$ cat config.mk
export PLATFORM = sky130hd
export DESIGN_NAME = shift_rotate_unit
export DESIGN_NICKNAME = d
export VERILOG_FILES = /design/src/rtl/sru_pkg.sv /design/src/rtl/sru_ctrl.sv /design/src/rtl/sru_datapath.sv /design/src/rtl/shift_rotate_unit.sv
export SDC_FILE = /design/constraint.sdc
export NUM_CORES = 1
export LEC_CHECK = 0
export ABC_CLOCK_PERIOD_IN_PS = 1500
export CAP_MARGIN = 20
export CORE_ASPECT_RATIO = 0.8
export CORE_MARGIN = 2
export CORE_UTILIZATION = 44
export CTS_CLUSTER_DIAMETER = 100
export DETAILED_ROUTE_END_ITERATION = 10
export PLACE_DENSITY = 0.77
export SYNTH_ARGS = -nofsm -noshare
export SYNTH_HDL_FRONTEND = slang
export SYNTH_SLANG_ARGS = --single-unit
$ cat constraint.sdc
create_clock -name clk -period 1.5 [get_ports clk]
set_input_delay 0.3 -clock clk [delete_from_list [all_inputs] [get_ports clk]]
set_output_delay 0.3 -clock clk [all_outputs]
set_load 0.02 [all_outputs]
$ cat src/rtl/sru_pkg.sv
package sru_pkg;

  typedef enum logic [2:0] {
    OP_SHL = 3'd0,
    OP_SHR = 3'd1,
    OP_SAR = 3'd2,
    OP_ROL = 3'd3,
    OP_ROR = 3'd4,
    OP_RCL = 3'd5,
    OP_RCR = 3'd6,
    OP_SAL = 3'd7
  } shiftOp_e;

  // strobes from control to datapath
  typedef struct packed {
    logic load;    // capture operand and flags
    logic step;    // advance one bit position
    logic single;  // the loaded count equals one
  } ctlStrobes_t;

endpackage

$ cat src/rtl/sru_ctrl.sv
module sru_ctrl
  import sru_pkg::*;
#(
  parameter int CNT_W = 8
) (
  input  logic             clk,
  input  logic             rstN,
  input  logic             start,
  input  logic             countSel,
  input  logic [CNT_W-1:0] countVal,
  output ctlStrobes_t      strobes,
  output logic             busy,
  output logic             done
);

  typedef enum logic {ST_IDLE, ST_RUN} ctlState_e;

  ctlState_e        stateReg;
  logic [CNT_W-1:0] cntReg;
  logic [CNT_W-1:0] effCount;
  logic             doneReg;
  logic             accept;

  assign effCount = countSel ? countVal : CNT_W'(1);
  assign accept   = (stateReg == ST_IDLE) && start;

  always_comb begin
    strobes.load   = accept;
    strobes.step   = (stateReg == ST_RUN);
    strobes.single = (effCount == CNT_W'(1));
  end

  always_ff @(posedge clk or negedge rstN) begin
    if (!rstN) begin
      stateReg <= ST_IDLE;
      cntReg   <= '0;
      doneReg  <= 1'b0;
    end else begin
      doneReg <= 1'b0;
      case (stateReg)
        ST_IDLE: begin
          if (start) begin
            cntReg <= effCount;
            if (effCount == '0) doneReg <= 1'b1;
            else                stateReg <= ST_RUN;
          end
        end
        ST_RUN: begin
          cntReg <= cntReg - CNT_W'(1);
          if (cntReg == CNT_W'(1)) begin
            doneReg  <= 1'b1;
            stateReg <= ST_IDLE;
          end
        end
        default: stateReg <= ST_IDLE;
      endcase
    end
  end

  assign busy = (stateReg == ST_RUN);
  assign done = doneReg;


  done_not_busy_chk: assert property (@(posedge clk) disable iff (!rstN)
    !(done && busy));


  count_dec_chk: assert property (@(posedge clk) disable iff (!rstN)
    (stateReg == ST_RUN) |=> (cntReg == $past(cntReg) - CNT_W'(1)));


  zero_count_done_chk: assert property (@(posedge clk) disable iff (!rstN)
    (accept && effCount == '0) |=> (done && !busy));


  busy_ignores_start_chk: assert property (@(posedge clk) disable iff (!rstN)
    (busy && start && cntReg > CNT_W'(1)) |=> busy);

endmodule

$ cat src/rtl/sru_datapath.sv
module sru_datapath
  import sru_pkg::*;
#(
  parameter int DATA_W = 16
) (
  input  logic              clk,
  input  logic              rstN,
  input  ctlStrobes_t       strobes,
  input  logic              isWord,
  input  logic [2:0]        opSel,
  input  logic [DATA_W-1:0] dataIn,
  input  logic              carryIn,
  input  logic              ovIn,
  output logic [DATA_W-1:0] result,
  output logic              carryOut,
  output logic              overflow
);

  localparam int HALF_W = DATA_W / 2;
  localparam int MSB    = DATA_W - 1;
  localparam int HMSB   = HALF_W - 1;

  shiftOp_e          opReg;
  logic              wordReg;
  logic              singleReg;
  logic [DATA_W-1:0] dataReg;
  logic              carryReg;
  logic              ovReg;

  logic              goesLeft;
  logic              insBit;
  logic              curMsb;
  logic              nextCarry;
  logic [DATA_W-1:0] wideNext;
  logic [HALF_W-1:0] halfNext;
  logic [DATA_W-1:0] nextData;
  logic              newTop;
  logic              newSub;
  logic              nextOv;

  always_comb begin
    curMsb = wordReg ? dataReg[MSB] : dataReg[HMSB];
    case (opReg)
      OP_SHL, OP_SAL: begin goesLeft = 1'b1; insBit = 1'b0;       end
      OP_ROL:         begin goesLeft = 1'b1; insBit = curMsb;     end
      OP_RCL:         begin goesLeft = 1'b1; insBit = carryReg;   end
      OP_SHR:         begin goesLeft = 1'b0; insBit = 1'b0;       end
      OP_SAR:         begin goesLeft = 1'b0; insBit = curMsb;     end
      OP_ROR:         begin goesLeft = 1'b0; insBit = dataReg[0]; end
      default:        begin goesLeft = 1'b0; insBit = carryReg;   end
    endcase
    if (goesLeft) begin
      wideNext  = {dataReg[MSB-1:0], insBit};
      halfNext  = {dataReg[HMSB-1:0], insBit};
      nextCarry = curMsb;
    end else begin
      wideNext  = {insBit, dataReg[MSB:1]};
      halfNext  = {insBit, dataReg[HMSB:1]};
      nextCarry = dataReg[0];
    end
    nextData = wordReg ? wideNext : {dataReg[MSB:HALF_W], halfNext};
    newTop   = wordReg ? wideNext[MSB]   : halfNext[HMSB];
    newSub   = wordReg ? wideNext[MSB-1] : halfNext[HMSB-1];
    nextOv   = goesLeft ? (newTop ^ nextCarry) : (newTop ^ newSub);
  end

  always_ff @(posedge clk or negedge rstN) begin
    if (!rstN) begin
      opReg     <= OP_SHL;
      wordReg   <= 1'b0;
      singleReg <= 1'b0;
      dataReg   <= '0;
      carryReg  <= 1'b0;
      ovReg     <= 1'b0;
    end else if (strobes.load) begin
      opReg     <= shiftOp_e'(opSel);
      wordReg   <= isWord;
      singleReg <= strobes.single;
      dataReg   <= dataIn;
      carryReg  <= carryIn;
      ovReg     <= ovIn;
    end else if (strobes.step) begin
      dataReg  <= nextData;
      carryReg <= nextCarry;
      if (singleReg) ovReg <= nextOv;
    end
  end

  assign result   = dataReg;
  assign carryOut = carryReg;
  assign overflow = ovReg;


  hold_when_idle_chk: assert property (@(posedge clk) disable iff (!rstN)
    (!strobes.load && !strobes.step) |=> ($stable(dataReg) && $stable(carryReg) && $stable(ovReg)));


  byte_upper_kept_chk: assert property (@(posedge clk) disable iff (!rstN)
    (strobes.step && !wordReg) |=> (dataReg[MSB:HALF_W] == $past(dataReg[MSB:HALF_W])));


  ov_multi_kept_chk: assert property (@(posedge clk) disable iff (!rstN)
    (strobes.step && !singleReg) |=> (ovReg == $past(ovReg)));


  shl_zero_fill_chk: assert property (@(posedge clk) disable iff (!rstN)
    (strobes.step && (opReg == OP_SHL || opReg == OP_SAL)) |=> !dataReg[0]);

endmodule

$ cat src/rtl/shift_rotate_unit.sv
module shift_rotate_unit
  import sru_pkg::*;
#(
  parameter int DATA_W = 16,
  parameter int CNT_W  = 8
) (
  input  logic              clk,
  input  logic              rstN,
  input  logic              start,
  input  logic              isWord,
  input  logic [2:0]        opSel,
  input  logic              countSel,
  input  logic [CNT_W-1:0]  countVal,
  input  logic [DATA_W-1:0] dataIn,
  input  logic              carryIn,
  input  logic              ovIn,
  output logic [DATA_W-1:0] result,
  output logic              carryOut,
  output logic              overflow,
  output logic              done,
  output logic              busy
);

  ctlStrobes_t strobes;

  sru_ctrl #(.CNT_W(CNT_W)) uCtrl (
    .clk      (clk),
    .rstN     (rstN),
    .start    (start),
    .countSel (countSel),
    .countVal (countVal),
    .strobes  (strobes),
    .busy     (busy),
    .done     (done)
  );

  sru_datapath #(.DATA_W(DATA_W)) uData (
    .clk      (clk),
    .rstN     (rstN),
    .strobes  (strobes),
    .isWord   (isWord),
    .opSel    (opSel),
    .dataIn   (dataIn),
    .carryIn  (carryIn),
    .ovIn     (ovIn),
    .result   (result),
    .carryOut (carryOut),
    .overflow (overflow)
  );

endmodule

# Word-level counts from Yosys, hierarchy flattened

Cells that the tools add are included.

Word-level logic and storage cells: 62
Output and inout port bits: 20
Input bits: 34
Register bits after elaboration: 33

Muxes and demuxes: 28
Bitwise logic cells: 3
Reduce and logical (&&, ||, !) cells: 11
Add/subtract/negate cells: 1
Equal/unequal tests: 9

Operator list:

| operator                                                           | count |
|---|---|
| 16-bit two-way mux                                                 | 4 |
| 8-bit two-way mux                                                  | 3 |
| 1-bit two-way mux                                                  | 17 |
| 8-bit by 1-bit == test with 1-bit output, second input constant    | 2 |
| 8-bit one-hot mux with 2 select lines                              | 1 |
| 3-bit == test, second input constant                               | 3 |
| 8-bit zero test                                                    | 1 |
| 8-bit by 1-bit subtractor with 8-bit output, second input constant | 1 |
| 3-bit by 2-bit == test with 1-bit output, second input constant    | 2 |
| 2-bit nonzero test                                                 | 3 |
| 1-bit one-hot mux with 2 select lines                              | 2 |
| 2-bit AND reduction                                                | 2 |
| 4-bit OR reduction                                                 | 1 |
| 3-bit by 1-bit == test with 1-bit output, second input constant    | 1 |
| 3-bit zero test                                                    | 1 |
| 1-bit one-hot mux with 3 select lines                              | 1 |
| 3-bit OR reduction                                                 | 1 |
| 2-bit != test, second input constant                               | 1 |
| 2-bit OR reduction                                                 | 1 |
| 1-bit XOR                                                          | 2 |
| 1-bit logical AND                                                  | 1 |
| 1-bit NOT                                                          | 1 |

# Longest topological paths before layout

Depth in word-level cells: 10
Depth in mapped cells: 6
Depth with buffers taken out: 6

# Hierarchy

From an unflattened synthesis, not the netlist that was laid out.

Cell total of the unflattened synthesis: 231
Area, all modules: 2,069.5 um2

By module, submodules not included:

| module       | cells an instance | area an instance (um2) | sequential area each (um2) | times used |
|---|---|---|---|---|
| sru_datapath | 163               | 1,437.6                | 575.6                      | 1 |
| sru_ctrl     | 68                | 631.9                  | 250.2                      | 1 |

# Least setup slack after synthesis

OpenSTA, ideal clock, no wires.

Path type: reg-to-reg
Start: reg uData.dataReg[7], in the netlist uData.result[7]
End: reg uData.dataReg[7], in the netlist uData.result[7]
Arrival time: 1.380 ns
Data required time: 1.365 ns
Library setup time: 0.135 ns
Path buffers: 0
Setup slack: -0.015 ns
Stages on the path, launching flop included: 6
Path through: dfrtp_1 mux2_2 nand3b_1 a21oi_1 a2111oi_2 a211oi_2

Cells in the longest elaborated chain, start to end: 6

Ends and longest elaborated chain:

| what                                  | RTL line           | source |
|---|---|---|
| start, declared                       | sru_datapath.sv:26 | `logic [DATA_W-1:0] dataReg;` |
| start signal, assigned                | sru_datapath.sv:79 | `dataReg <= dataIn;` |
| start signal, assigned                | sru_datapath.sv:83 | `dataReg <= nextData;` |
| 1-bit two-way mux                     | sru_datapath.sv:42 | `curMsb = wordReg ? dataReg[MSB] : dataReg[HMSB];` |
| 1-bit one-hot mux with 3 select lines | sru_datapath.sv:43 | `case (opReg)` |
| 8-bit two-way mux                     | sru_datapath.sv:52 | `if (goesLeft) begin` |
| 16-bit two-way mux                    | sru_datapath.sv:61 | `nextData = wordReg ? wideNext : {dataReg[MSB:HALF_W], halfNext};` |
| 16-bit two-way mux                    | sru_datapath.sv:82 | `end else if (strobes.step) begin` |
| 16-bit two-way mux                    | sru_datapath.sv:75 | `end else if (strobes.load) begin` |

Every way passes these cells. The select of a mux whose other input is x is not followed.
A chain may end at the register's enable or synchronous reset.

# Worst setup path in the final report

Start: reg uData.opReg[1]
End: reg uData.ovReg, in the netlist uData.overflow

Cells in the longest elaborated chain, start to end: 10
Elaborated cells on any way between the ends: 23
Those cells by class: eq/ne: 6; mux: 11; bitwise: 2; reduce/logical: 4

Ends and longest elaborated chain:

| what                                                                       | RTL line                               | source |
|---|---|---|
| start, declared                                                            | sru_datapath.sv:23                     | `shiftOp_e opReg;` |
| start signal, assigned                                                     | sru_datapath.sv:76                     | `opReg <= shiftOp_e'(opSel);` |
| 3-bit == test, or another cell as far along                                | sru_datapath.sv:43                     |  |
| 3-bit OR reduction (no line), or another cell as far along                 | --                                     |  |
| 1-bit one-hot mux with 3 select lines or 1-bit two-way mux (tied branches) | sru_datapath.sv:43                     |  |
| 8-bit two-way mux or 16-bit two-way mux (tied branches)                    | sru_datapath.sv:52                     |  |
| 1-bit two-way mux, on equally long branches                                | sru_datapath.sv:62, sru_datapath.sv:63 |  |
| 1-bit XOR                                                                  | sru_datapath.sv:64                     | `nextOv = goesLeft ? (newTop ^ nextCarry) : (newTop ^ newSub);` |
| 1-bit two-way mux (*)                                                      | sru_datapath.sv:64                     |  |
| 1-bit two-way mux (*)                                                      | sru_datapath.sv:85                     | `if (singleReg) ovReg <= nextOv;` |
| 1-bit two-way mux (*)                                                      | sru_datapath.sv:82                     |  |
| 1-bit two-way mux (*)                                                      | sru_datapath.sv:75                     |  |
| end signal, assigned                                                       | sru_datapath.sv:81                     | `ovReg <= ovIn;` |
| end signal, assigned                                                       | sru_datapath.sv:85                     |  |
| end, declared                                                              | sru_datapath.sv:28                     | `logic ovReg;` |

Every way passes the cells marked *; elsewhere a longest branch is shown, timed or not. The select of a mux whose other input is x is not followed.

==> flow_results.xml <==
<?xml version="1.0" encoding="UTF-8"?>
<metrics>
  <group name="drt">
    <metric name="wl_per_cell" unit="µm">14.9</metric>
    <metric name="detailroute.via_count" unit="">1951</metric>
    <metric name="postRouteWirelength" unit="µm">5390</metric>
    <metric name="drc" unit="">0</metric>
    <metric name="detailedRoute.firstPassIterationCount" unit="">4</metric>
    <metric name="dr.first_iter.drc_count" unit="">110</metric>
    <metric name="vias_per_cell" unit="">5.40</metric>
    <metric name="drt_antenna_net_count" unit="">0</metric>
  </group>
  <group name="outcome">
    <metric name="status" unit="">finished, final reports clean</metric>
  </group>
  <group name="worst_setup_path">
    <metric name="rr_worst_depth" unit="">6</metric>
    <metric name="endpoint_of_the_worst_setup_timing_path" unit="">uData.overflow$_DFFE_PN0P_</metric>
    <metric name="critical_path_required" unit="ps">1680</metric>
    <metric name="timing_worst_setup_path_type" unit="">reg -&gt; reg</metric>
    <metric name="critPathArrivalTime" unit="ps">1650</metric>
    <metric name="critical_path.startpoint_type" unit="">flip-flop</metric>
    <metric name="setup.reg_to_reg.worst_slack" unit="ps">30</metric>
    <metric name="r2r-end" unit="">uData.overflow$_DFFE_PN0P_</metric>
    <metric name="worst_setup_path_startpoint" unit="">uData.opReg[1]$_DFFE_PN0P_</metric>
    <metric name="regToRegStartpoint" unit="">uData.opReg[1]$_DFFE_PN0P_</metric>
    <metric name="timing.critical_path.to_type" unit="">flip-flop</metric>
    <metric name="critPathMaxFanout" unit="">4</metric>
  </group>
  <group name="synth">
    <metric name="seq_area_frac_synth" unit="">0.412</metric>
    <metric name="synth.net_count" unit="">260</metric>
    <metric name="avgSynthCellArea" unit="µm²">8.95</metric>
    <metric name="yosys_warnings" unit="">0</metric>
    <metric name="post_synth_top_flop" unit="">dfrtp_1</metric>
    <metric name="synth_enable_flop_cells" unit="">0</metric>
    <metric name="synth.cell_area" unit="mm²">0.00201</metric>
    <metric name="synth.lib_cells_used.distinct" unit="">50</metric>
    <metric name="ys_ff_latch" unit="">33</metric>
    <metric name="postSynth.asyncResetShare" unit="">1.00</metric>
    <metric name="postSynthCellCount" unit="">224</metric>
  </group>
  <group name="place">
    <metric name="globalplace.congestion" unit="">0.897</metric>
    <metric name="port_buffers" unit="">53</metric>
    <metric name="placed_cells" unit="">352</metric>
    <metric name="dp_hpwl" unit="µm">3890</metric>
    <metric name="detailedPlace.worstSlack" unit="ps">-179</metric>
  </group>
  <group name="sta">
    <metric name="clock.fmax" unit="MHz">681</metric>
    <metric name="fin_ws" unit="ps">32.6</metric>
    <metric name="finalSetupViolations" unit="">0</metric>
    <metric name="layout_worst_path_cycle_share" unit="">0.978</metric>
    <metric name="slew_headroom" unit="">0.699</metric>
    <metric name="min_clock_period_post_route" unit="ps">1470</metric>
    <metric name="grt_setup_unrepaired" unit="">true</metric>
    <metric name="final-hold-violation-count" unit="">0</metric>
    <metric name="drv_slew" unit="">0</metric>
    <metric name="final.setup_skew" unit="ps">8.65</metric>
    <metric name="fin_hold_ws" unit="ps">384</metric>
    <metric name="max_slew.worst_pin.slew" unit="ps">449</metric>
  </group>
  <group name="power">
    <metric name="vdd_ir_max" unit="mV">1.39</metric>
    <metric name="portion_of_total_power_attributed_to_combinational_logic" unit="">0.579</metric>
    <metric name="power.clock.fraction" unit="">0.138</metric>
    <metric name="power_report.internal_total" unit="mW">3.64</metric>
    <metric name="leakage" unit="nW">1.27</metric>
    <metric name="switching_share" unit="">0.428</metric>
    <metric name="sequentialPowerShare" unit="">0.283</metric>
    <metric name="total_power_per_unit_cell_area" unit="mW/mm²">2180</metric>
    <metric name="total_net_switching_power" unit="mW">2.73</metric>
  </group>
  <group name="cts">
    <metric name="cts.sink_count" unit="">33</metric>
    <metric name="tritoncts" unit="">done</metric>
    <metric name="tritoncts.num_buffers" unit="">5</metric>
    <metric name="clk-insertion-delay-late" unit="ps">290</metric>
    <metric name="cts_htree_levels" unit="">2</metric>
    <metric name="clk_pin_slew" unit="ps">70</metric>
    <metric name="clk_path_buf_depth" unit="">2</metric>
    <metric name="cts_hold_buf" unit="">0</metric>
    <metric name="cts-root-buf" unit="">clkbuf_8</metric>
  </group>
  <group name="global_route">
    <metric name="grt_max_degree" unit="">34</metric>
    <metric name="number_of_antenna_violations_at_the_first_check_in_global_routing" unit="">0</metric>
    <metric name="grt_remaining_overflow" unit="">0</metric>
    <metric name="number_of_global_route_vias_before_repair" unit="">1862</metric>
    <metric name="globalRouteTotalUtil" unit="">0.225</metric>
    <metric name="grt_first_pass_wirelength" unit="µm">8880</metric>
  </group>
  <group name="job">
    <metric name="max_cap_violations" unit="">0</metric>
  </group>
  <group name="layout">
    <metric name="final_net_count" unit="">339</metric>
    <metric name="n_diodes" unit="">0</metric>
    <metric name="final_cells" unit="">361</metric>
    <metric name="area.sequential" unit="µm²">830</metric>
    <metric name="area_growth_from_synthesis_to_final_layout" unit="%">45.4</metric>
    <metric name="multi_input_logic_area" unit="mm²">0.00111</metric>
    <metric name="layout-drive-gt1-share" unit="">0.178</metric>
    <metric name="n_fill_cell" unit="">364</metric>
  </group>
  <group name="die">
    <metric name="die_y" unit="µm">64.4</metric>
    <metric name="coreArea" unit="mm²">0.00428</metric>
    <metric name="rows" unit="">21</metric>
    <metric name="ios" unit="">54</metric>
    <metric name="dieWidth" unit="µm">79.5</metric>
    <metric name="die_area" unit="mm²">0.00512</metric>
    <metric name="start_util" unit="">0.468</metric>
  </group>
  <group name="worst_hold_path">
    <metric name="hp-class" unit="">in -&gt; async</metric>
  </group>
</metrics>
==> registers in the layout, summed over array words and instances, names as in the netlist <==
register / count
uData.carryOut: 1
uCtrl.done: 1
uCtrl.busy: 1
uCtrl.cntReg: 8
uData.overflow: 1
uData.singleReg: 1
uData.wordReg: 1
uData.opReg: 3
uData.result: 16
==> power by group through the flow <==
stage,clock (mW),combinational [mW],sequential (mW)
2_1_floorplan,0,2.09,2.06
3_3_place_gp,0,3.69,1.80
3_5_place_dp,0,3.75,1.80
4_1_cts,0.892,3.61,1.79
5_1_grt,0.956,4.05,1.87
6_report,0.879,3.69,1.80
==> metrics by stage <==
step	util	power [mW]	TNS [ps]	cell area, µm²
after detailed placement	0.653	5.56	-2410	2800
after global routing	0.681	6.88	-446	2920
after floorplan	-	4.15	0	2010
after CTS	0.675	6.29	0	2890
final	0.681	6.37	0	2920
after global placement	0.653	5.49	-2130	2800
==> layer usage <==
metal  routed length (µm)  vias to the layer above  track usage
met4                  106                        0       0.0905
met5                    0                        -            0
met3                  366                        9       0.0438
met1                 2550                      905        0.315
li1                     -                      972            -
met2                 2360                       65        0.340
==> placed cells by master, fill, tap and decap left out, types with 3 or more instances in the layout <==
cell type	n
nand2_1	50
dlygate4sd2_1	19
a211oi_1	9
o22ai_1	8
inv_1	4
clkbuf_8	6
nor2_1	7
nor2b_1	8
o21ai_0	4
a21oi_1	14
buf_4	30
a221oi_1	4
mux2i_1	7
a31oi_1	14
clkdlybuf4s50_1	33
xnor2_1	3
dfrtp_1	30
dfrtp_2	3
nand3b_1	5
==> cell families after synthesis <==
group / synth area share
buffers and inverters: 0.0424
xor gates and xnor gates: 0.0393
DFF: 0.412
adders and majority gates: 0.0125
and+or+nand+nor: 0.205
muxes: 0.0536
AOI/OAI and AO/OA: 0.236
==> Yosys cell counts (3+ instances only) <==
library cell / instances / area share
nor2b_1: 8 / 0.025
o22ai_1: 8 / 0.025
inv_1: 4 / 0.0075
nor2_1: 7 / 0.013
a211oi_1: 9 / 0.034
a31oi_1: 14 / 0.044
xnor2_1: 3 / 0.013
a21oi_1: 14 / 0.035
a221oi_1: 4 / 0.017
buf_1: 3 / 0.0056
o21ai_0: 4 / 0.010
buf_2: 5 / 0.012
nand2_1: 50 / 0.094
nand3b_1: 5 / 0.019
mux2i_1: 7 / 0.035
nor3_1: 3 / 0.0075
clkbuf_1: 3 / 0.0056
dfrtp_1: 33 / 0.41
==> worst max-delay path, cell delays in order (launching register included) <==
cell and delay, ps:
dfrtp_2 450, nor2_4 210, buf_4 160, a21oi_1 60, o22ai_1 160, o211ai_1 120
o21a_1 200
==> area by class of cell <==
class                   instances  share of cell area
multi-input cells             174               0.381
flip-flops and latches         33               0.284
repair buffers                 85               0.265
clock buffers                   7              0.0296
well taps                      57              0.0245
clock inverters                 1              0.0103
inverters                       4             0.00515
==> how the worst min path moves through the flow <==
stage	from	to	slack [ps]	depth (start not counted)
2_1_floorplan	rstN	uCtrl.busy$_DFF_PN0_	4	0
3_3_place_gp	uData.singleReg$_DFFE_PN0P_	uData.singleReg$_DFFE_PN0P_	520	2
3_5_place_dp	uData.singleReg$_DFFE_PN0P_	uData.singleReg$_DFFE_PN0P_	540	2
4_1_cts	rstN	uData.result[5]$_DFFE_PN0P_	390	2
5_1_grt	rstN	uData.result[6]$_DFFE_PN0P_	390	2
6_report	rstN	uData.result[5]$_DFFE_PN0P_	380	2
==> timing repair <==
action                     4_1_cts  5_1_grt
pin swaps                        2        1
resized for setup               21        5
buffers inserted                 0        1
setup endpoints to repair       23       18
Power figures use the tool's default switching activity.
